### config.mk
export PLATFORM = sky130hd
export DESIGN_NAME = tmr_window_voter
export DESIGN_NICKNAME = d
export VERILOG_FILES = /design/src/rtl/tmr_vote_pkg.sv /design/src/rtl/tmr_chan_latch.sv /design/src/rtl/tmr_round_ctrl.sv /design/src/rtl/tmr_agree_eval.sv /design/src/rtl/tmr_out_stage.sv /design/src/rtl/tmr_window_voter.sv
export SDC_FILE = /design/constraint.sdc
export NUM_CORES = 1
export LEC_CHECK = 0
export CAP_MARGIN = 20
export CORE_MARGIN = 10
export CORE_UTILIZATION = 55
export DETAILED_ROUTE_END_ITERATION = 7
export DONT_BUFFER_PORTS = 1
export MAX_ROUTING_LAYER = met4
export PLACE_DENSITY = 0.7
export REMOVE_ABC_BUFFERS = 1
export SETUP_SLACK_MARGIN = 0.1
export SYNTH_ARGS = -nofsm -noshare
export SYNTH_HDL_FRONTEND = slang
export SYNTH_SLANG_ARGS = --single-unit
### constraint.sdc
create_clock -name clk -period 11.3 [get_ports clk]
set_input_delay 3.39 -clock clk [delete_from_list [all_inputs] [get_ports clk]]
set_output_delay 3.39 -clock clk [all_outputs]
set_load 0.01 [all_outputs]
### src/rtl/tmr_vote_pkg.sv
package tmr_vote_pkg;
  typedef enum logic [1:0] {
    VK_FULL = 2'd0,
    VK_PAIR = 2'd1,
    VK_NONE = 2'd2
  } vote_kind_e;
endpackage

### src/rtl/tmr_chan_latch.sv
module tmr_chan_latch #(
  parameter int W = 12
) (
  input  logic         clk,
  input  logic         rst,
  input  logic         stb,
  input  logic [W-1:0] din,
  input  logic         clr,
  output logic         seen,
  output logic [W-1:0] data
);
  always_ff @(posedge clk) begin
    if (rst) begin
      seen <= 1'b0;
      data <= '0;
    end else if (stb) begin
      seen <= 1'b1;
      data <= din;
    end else if (clr) begin
      seen <= 1'b0;
    end
  end


  latch_take_chk: assert property (@(posedge clk) disable iff (rst)
    stb |=> (seen && data == $past(din)));
endmodule

### src/rtl/tmr_round_ctrl.sv
module tmr_round_ctrl #(
  parameter int N       = 3,
  parameter int TIMEOUT = 20
) (
  input  logic         clk,
  input  logic         rst,
  input  logic [N-1:0] seen,
  output logic         fire
);
  localparam int TW = $clog2(TIMEOUT + 1);

  logic [TW-1:0] tmr_q;
  logic          all_in, any_in, expired;

  always_comb begin
    all_in  = &seen;
    any_in  = |seen;
    expired = any_in && (tmr_q == TW'(TIMEOUT));
    fire    = all_in || expired;
  end

  always_ff @(posedge clk) begin
    if (rst)                   tmr_q <= '0;
    else if (fire)             tmr_q <= '0;
    else if (any_in && !all_in) tmr_q <= tmr_q + 1'b1;
    else                       tmr_q <= '0;
  end


  tmr_bound_chk: assert property (@(posedge clk) disable iff (rst)
    tmr_q <= TW'(TIMEOUT));
endmodule

### src/rtl/tmr_agree_eval.sv
module tmr_agree_eval
  import tmr_vote_pkg::*;
#(
  parameter int W = 12
) (
  input  logic [2:0][W-1:0] v,
  input  logic [2:0]        present,
  input  logic [W-1:0]      tol,
  output logic [W-1:0]      target,
  output vote_kind_e        kind,
  output logic [2:0]        used,
  output logic [2:0]        fault
);
  function automatic logic [W-1:0] adiff(input logic [W-1:0] x, input logic [W-1:0] y);
    return (x > y) ? (x - y) : (y - x);
  endfunction

  // pair p joins channel p with channel (p+1)%3
  logic [2:0]        ag;
  logic [2:0][W-1:0] pmean;

  for (genvar p = 0; p < 3; p++) begin : g_pair
    localparam int J = (p + 1) % 3;
    logic [W:0] sum;
    always_comb begin
      ag[p]    = present[p] && present[J] && (adiff(v[p], v[J]) <= tol);
      sum      = {1'b0, v[p]} + {1'b0, v[J]};
      pmean[p] = sum[W:1];
    end
  end

  logic [W-1:0] lo01, hi01, mid;
  logic [1:0]   npairs;

  always_comb begin
    lo01   = (v[0] < v[1]) ? v[0] : v[1];
    hi01   = (v[0] < v[1]) ? v[1] : v[0];
    mid    = (hi01 < v[2]) ? hi01 : v[2];
    mid    = (mid > lo01) ? mid : lo01;
    npairs = 2'(ag[0]) + 2'(ag[1]) + 2'(ag[2]);

    fault[0] = (&present) && !ag[0] && !ag[2];
    fault[1] = (&present) && !ag[0] && !ag[1];
    fault[2] = (&present) && !ag[1] && !ag[2];

    kind   = VK_NONE;
    target = '0;
    used   = 3'b000;
    if (npairs >= 2'd2) begin
      kind   = VK_FULL;
      target = mid;
      used   = 3'b111;
    end else if (ag[0]) begin
      kind   = VK_PAIR;
      target = pmean[0];
      used   = 3'b011;
    end else if (ag[1]) begin
      kind   = VK_PAIR;
      target = pmean[1];
      used   = 3'b110;
    end else if (ag[2]) begin
      kind   = VK_PAIR;
      target = pmean[2];
      used   = 3'b101;
    end
  end
endmodule

### src/rtl/tmr_out_stage.sv
module tmr_out_stage
  import tmr_vote_pkg::*;
#(
  parameter int W    = 12,
  parameter int SLEW = 16
) (
  input  logic         clk,
  input  logic         rst,
  input  logic         fire,
  input  vote_kind_e   kind,
  input  logic [W-1:0] target,
  input  logic [2:0]   used,
  input  logic [2:0]   fault_in,
  input  logic [2:0]   stale_in,
  output logic [W-1:0] vote_out,
  output logic         vote_vld,
  output logic [2:0]   ch_fault,
  output logic [2:0]   ch_stale,
  output logic         no_major
);
  localparam logic [W-1:0] STEP = W'(SLEW);

  logic         have_q, ramp_q;
  logic [2:0]   mask_q;
  logic         limit;
  logic [W-1:0] gap, nxt;

  always_comb begin
    limit = (have_q && (used != mask_q)) || ramp_q;
    gap   = (target > vote_out) ? (target - vote_out) : (vote_out - target);
    nxt   = target;
    if (limit && gap > STEP)
      nxt = (target > vote_out) ? (vote_out + STEP) : (vote_out - STEP);
  end

  always_ff @(posedge clk) begin
    if (rst) begin
      vote_out <= '0;
      vote_vld <= 1'b0;
      ch_fault <= '0;
      ch_stale <= '0;
      no_major <= 1'b0;
      have_q   <= 1'b0;
      ramp_q   <= 1'b0;
      mask_q   <= '0;
    end else begin
      vote_vld <= fire;
      if (fire) begin
        ch_fault <= fault_in;
        ch_stale <= stale_in;
        no_major <= (kind == VK_NONE);
        if (kind != VK_NONE) begin
          vote_out <= nxt;
          mask_q   <= used;
          have_q   <= 1'b1;
          ramp_q   <= limit && (nxt != target);
        end
      end
    end
  end


  hold_on_split_chk: assert property (@(posedge clk) disable iff (rst)
    (vote_vld && no_major) |-> vote_out == $past(vote_out));


  single_fault_chk: assert property (@(posedge clk) disable iff (rst)
    (vote_vld && !no_major) |-> $countones(ch_fault) <= 1);


  stale_fault_apart_chk: assert property (@(posedge clk) disable iff (rst)
    (ch_stale & ch_fault) == 3'b000);


  ramp_step_chk: assert property (@(posedge clk) disable iff (rst)
    (vote_vld && $past(ramp_q)) |->
      (((vote_out > $past(vote_out)) ? (vote_out - $past(vote_out))
                                     : ($past(vote_out) - vote_out)) <= STEP));
endmodule

### src/rtl/tmr_window_voter.sv
module tmr_window_voter
  import tmr_vote_pkg::*;
#(
  parameter int W       = 12,
  parameter int TIMEOUT = 20,
  parameter int SLEW    = 16
) (
  input  logic              clk,
  input  logic              rst,
  input  logic [2:0][W-1:0] ch_val,
  input  logic [2:0]        ch_stb,
  input  logic [W-1:0]      tol,
  output logic [W-1:0]      vote_out,
  output logic              vote_vld,
  output logic [2:0]        ch_fault,
  output logic [2:0]        ch_stale,
  output logic              no_major
);
  localparam int NCH = 3;

  logic [NCH-1:0]        seen;
  logic [NCH-1:0][W-1:0] held;
  logic                  fire;
  logic [W-1:0]          target;
  vote_kind_e            kind;
  logic [2:0]            used, fault_c;

  for (genvar c = 0; c < NCH; c++) begin : g_ch
    tmr_chan_latch #(.W(W)) i_latch (
      .clk (clk),
      .rst (rst),
      .stb (ch_stb[c]),
      .din (ch_val[c]),
      .clr (fire),
      .seen(seen[c]),
      .data(held[c])
    );
  end

  tmr_round_ctrl #(.N(NCH), .TIMEOUT(TIMEOUT)) i_ctrl (
    .clk (clk),
    .rst (rst),
    .seen(seen),
    .fire(fire)
  );

  tmr_agree_eval #(.W(W)) i_eval (
    .v      (held),
    .present(seen),
    .tol    (tol),
    .target (target),
    .kind   (kind),
    .used   (used),
    .fault  (fault_c)
  );

  tmr_out_stage #(.W(W), .SLEW(SLEW)) i_out (
    .clk     (clk),
    .rst     (rst),
    .fire    (fire),
    .kind    (kind),
    .target  (target),
    .used    (used),
    .fault_in(fault_c),
    .stale_in(~seen),
    .vote_out(vote_out),
    .vote_vld(vote_vld),
    .ch_fault(ch_fault),
    .ch_stale(ch_stale),
    .no_major(no_major)
  );


  vld_pulse_chk: assert property (@(posedge clk) disable iff (rst)
    vote_vld |=> !vote_vld || $past(fire));
endmodule

==> impl.org <==
** Die
- I/O pins :: 73
- Height of the chip :: 163 um
- In this run the core area contains 52 standard-cell rows.
- The floorplan step defined a die boundary enclosing 0.0265 mm^2.
- The region available for standard cell placement spans slightly above 0.02 mm^2.
- The die is 163 um wide.
- The initial utilization of the core area, before any placement, comes to 0.556.

** Critical path
- Worst Setup Path Type :: register to register
- At the worst endpoint, the required time is 11.52 ns.
- STA classifies the critical path endpoint as a register.
- The kind of cell with the highest combined delay along the critical path is compound AO/OA/AOI/OAI gates.
- The worst setup path is launched from a register.
- In this run the number of cells on the critical path is between 40 and 50.
- Data arrival, critical path :: ~11 ns
- Reg2Reg Depth :: 44
- In this design, the stage delay of the slowest critical-path cell is about 0.55 ns.
- Critical path buffer and inverter count :: 5
- In this run the worst path has a maximum fanout of 9.
- For this design, the slowest cell found on the critical path is a2111oi_1.
- The most numerous cell type found on the critical path is a21oi_1.

** Synthesis
- In the synthesized netlist the dominant register cell turns out to be dfxtp_1.
- Gate count of the mapped netlist :: 1472
- Yosys mapped a number of flops with a built-in enable equal to 0.
- Of the synthesized area, sequential elements account for 0.123.
- During synthesis, Yosys emitted a total of 0 warnings.
- Area share of and/or/nand/nor cells after synthesis :: 0.171
- Multiplexer fraction of the synthesized cell area :: 0.0824
- The fraction of the mapped netlist area in compound gates came to 0.250.
- Of all flip-flops after synthesis, the portion carrying an async set or reset was 0.
- Synthesis instantiated 77 different standard cells from the library.
- Counting flops and latches in the post-synthesis netlist gives 69.
- Of the total synthesized cell area, the portion taken by full adders, half adders and majority gates is 0.241.
- Dominant combinational cell family by area after synthesis :: compound AO/OA/AOI/OAI gates
- Summing every instance area after synthesis gives 0.0112 mm^2.
- Post-synthesis average cell area :: 7.61 um^2
- Synthesized-area fraction occupied by xor and xnor cells :: 0.0625

** Place
- The congestion estimate from routability-driven global placement came to 1.02.
- Total half-perimeter wirelength after legalization and detailed placement :: 30.5 mm
- Port buffering added 0 buffers.
- Placement Setup Slack :: around 0.59 ns
- Post-DP Area :: 0.0117 mm^2

** Drt
- DRC :: 0
- DRT Pass-1 Iters :: 5
- The detailed router placed around 11000 vias in this run.
- Remaining antenna violation count :: 0
- Initial DRC Count :: around 1300
- Routed wirelength normalized by instance count :: 21.4 um
- Using the TritonRoute via totals, the vias-per-cell ratio works out to 6.28.
- For this block, the routed nets add up to 37.4 mm of wire.

** Clocking
- Buffers inserted to repair hold after CTS numbered 0.
- Clock transition time at the flip-flop clock pins of the worst setup and hold paths :: 0.08 ns
- Clock tree synthesis selected as its root buffer the cell clkbuf_16.
- Num Clock Sinks :: 69
- CTS built an H-tree with a depth of 3.
- CTS buffer count :: 9
- Counting along the longest clock path gives a buffer depth of 2.
- Worst skew pair latency :: 0.36 ns
- CTS tree :: done

** Pwr
- Switching pwr :: ~910 uW
- IR analysis of the VDD net gives a maximum drop of roughly 0.079 mV.
- Dividing total power by cell area gives a power density of ~160 mW/mm^2.
- Leakage power figure :: 5.58 nW
- Of the total power, registers draw 0.142.
- Clock network power share :: 0.175
- Of the total power, the share spent switching nets is 0.478.
- Internal power summed over all cells :: 990 uW
- The share of total power dissipated in combinational logic is 0.682.

** Job
- Max-cap violations :: 0

** Global routing
- Antenna violations before repair :: 0
- Global routing finished with a remaining overflow of 0.
- The first global-routing pass estimated 59.0 mm of wire.
- Maximum number of pins on one net before global-route repair :: 66
- The via count of the first global-routing pass came to 10100.
- Global-route usage over all layers :: 0.287

** Timing
- The number of hold violations in the final report was 0.
- Setup repair after global routing left no endpoint under its margin.
- Count of pins over their slew limit :: 0
- After layout, the worst setup slack is between 0.7 and 0.8 ns.
- Hold Worst Slack :: 0.465 ns
- Total of endpoints with negative setup slack in the final report :: 0
- Worst setup skew after layout :: 0.0152 ns
- Final Cycle Share :: 0.938
- Min Tclk post-route :: ~11 ns
- For the pin with the worst max-slew slack, the measured transition is roughly 0.9 ns.
- Relative slew slack :: 0.377
- Top achievable clock speed :: 94.4 MHz

** Cells and area
- In the final layout, the share of cells above drive strength 1 is 0.0766.
- After filler insertion, the fill cell instance count of the layout stands at 1906.
- The area growth from synthesis to layout is 7.63%.
- The finished cells cover 0.0121 mm^2.
- Number of nets in the layout :: 1732
- Number of antenna cells inserted :: 0

** Min path
- Depth of the worst hold-timing path :: 1
- The min-delay analysis places its worst path in the category register to register.

** Outcome
- The run finished with clean final reports.
[through the flow]
stage | util | instances | TNS, ns | power (mW)
global route | 0.598 | 1745 | 0 | 2.04
global placement | 0.580 | 1728 | 0 | 1.52
CTS | 0.597 | 1744 | 0 | 1.86
floorplan | - | 1402 | -34.12 | 1.16
detailed placement | 0.580 | 1728 | 0 | 1.52
finish | 0.598 | 1745 | 0 | 1.90
[layer usage]
metal / routed length [um] / global-route usage
met4: 903 / 0.0750
met1: 17500 / 0.401
met2: 15900 / 0.420
met3: 3030 / 0.0445
met5: 0 / -
[power by group through the flow]
stage | Sequential, mW | Combinational (mW) | Clock [mW]
2_1_floorplan | 0.274 | 0.882 | 0
3_3_place_gp | 0.276 | 1.24 | 0
3_5_place_dp | 0.276 | 1.25 | 0
4_1_cts | 0.270 | 1.26 | 0.338
5_1_grt | 0.272 | 1.42 | 0.345
6_report | 0.270 | 1.30 | 0.333
[path summary, 6_finish.rpt]
| path | to | slack, ns | startpoint |
|---|---|---|---|
| max reg2reg | i_out.ramp_q$_SDFFE_PP0P_ | 0.71 | g_ch[0].i_latch.data[1]$_SDFFE_PP0P_ |
| max | i_out.ramp_q$_SDFFE_PP0P_ | 0.71 | g_ch[0].i_latch.data[1]$_SDFFE_PP0P_ |
| min | i_ctrl.tmr_q[0]$_SDFF_PP0_ | 0.46 | i_ctrl.tmr_q[0]$_SDFF_PP0_ |
| min reg2reg | i_ctrl.tmr_q[0]$_SDFF_PP0_ | 0.46 | i_ctrl.tmr_q[0]$_SDFF_PP0_ |
[sequential cells by signal, summed over array words and instances, names as in the netlist, 3 cells and up]
| register | cells |
|---|---|
| g_ch.i_latch.data | 36 |
| i_out.vote_out | 12 |
| i_ctrl.tmr_q | 5 |
| g_ch.i_latch.seen | 3 |
| i_out.ch_fault | 3 |
| i_out.ch_stale | 3 |
| i_out.mask_q | 3 |
[final cells by class]
cell class,instances,area [um^2],area share
tap,270,338,0.0280
sequential,69,1380,0.115
timing repair buffer,57,428,0.0355
multi-input combinational,1204,9100,0.755
inverter,129,484,0.0401
clock buffer,9,225,0.0187
clock inverter,7,104,0.00861
[layout by cell type (no fill, tap or decap), drive strengths merged, types with 11 or more instances in the layout]
cell    instances
ha            197
nor2          145
inv           132
a21oi         121
nand2          85
mux2i          75
dfxtp          69
o21ai          68
xnor2          59
buf            57
a21o           41
nand3          33
nor3           29
o21bai         26
a211oi         26
nand4          23
xor2           21
nor2b          19
o211ai         19
a31oi          18
nand2b         17
mux2           15
fa             12
o21a           11
[what timing repair did]
| action | in CTS | in global routing |
|---|---|---|
| endpoints found under the hold margin | 0 | 0 |
| endpoints found under the setup margin | 0 | 11 |
| resized for setup | 0 | 6 |
| setup buffers | 0 | 1 |
[worst reg2reg max path: cells and delay by family (launching register included)]
family | cells | cell delay, ns
multiplexers | 1 | 0.28
flip-flops | 1 | 0.47
XOR/XNOR | 3 | 0.47
AND/OR/NAND/NOR | 7 | 1.62
buffers and inverters | 5 | 0.90
adder cells (fa/ha/maj) | 5 | 1.69
AO/OA/AOI/OAI | 23 | 5.03
[cells in the mapped netlist (all sizes together), types with 29 or more instances]
cell type | number | share of area
ha | 197 | 0.22
nor2 | 145 | 0.049
inv | 128 | 0.043
a21oi | 121 | 0.054
nand2 | 85 | 0.028
mux2i | 75 | 0.067
dfxtp | 69 | 0.12
o21ai | 68 | 0.030
xnor2 | 59 | 0.046
clkbuf | 55 | 0.018
a21o | 41 | 0.028
nand3 | 33 | 0.015
nor3 | 29 | 0.013
[cell families after synthesis]
| logic type | after synthesis |
|---|---|
| DFF | 69 |
| buffers and inverters | 199 |
| adders and majority gates | 209 |
| xor gates and xnor gates | 80 |
| muxes | 90 |
| AOI/OAI and AO/OA | 423 |
| and+or+nand+nor | 402 |
(Power assumes the default switching activity.)
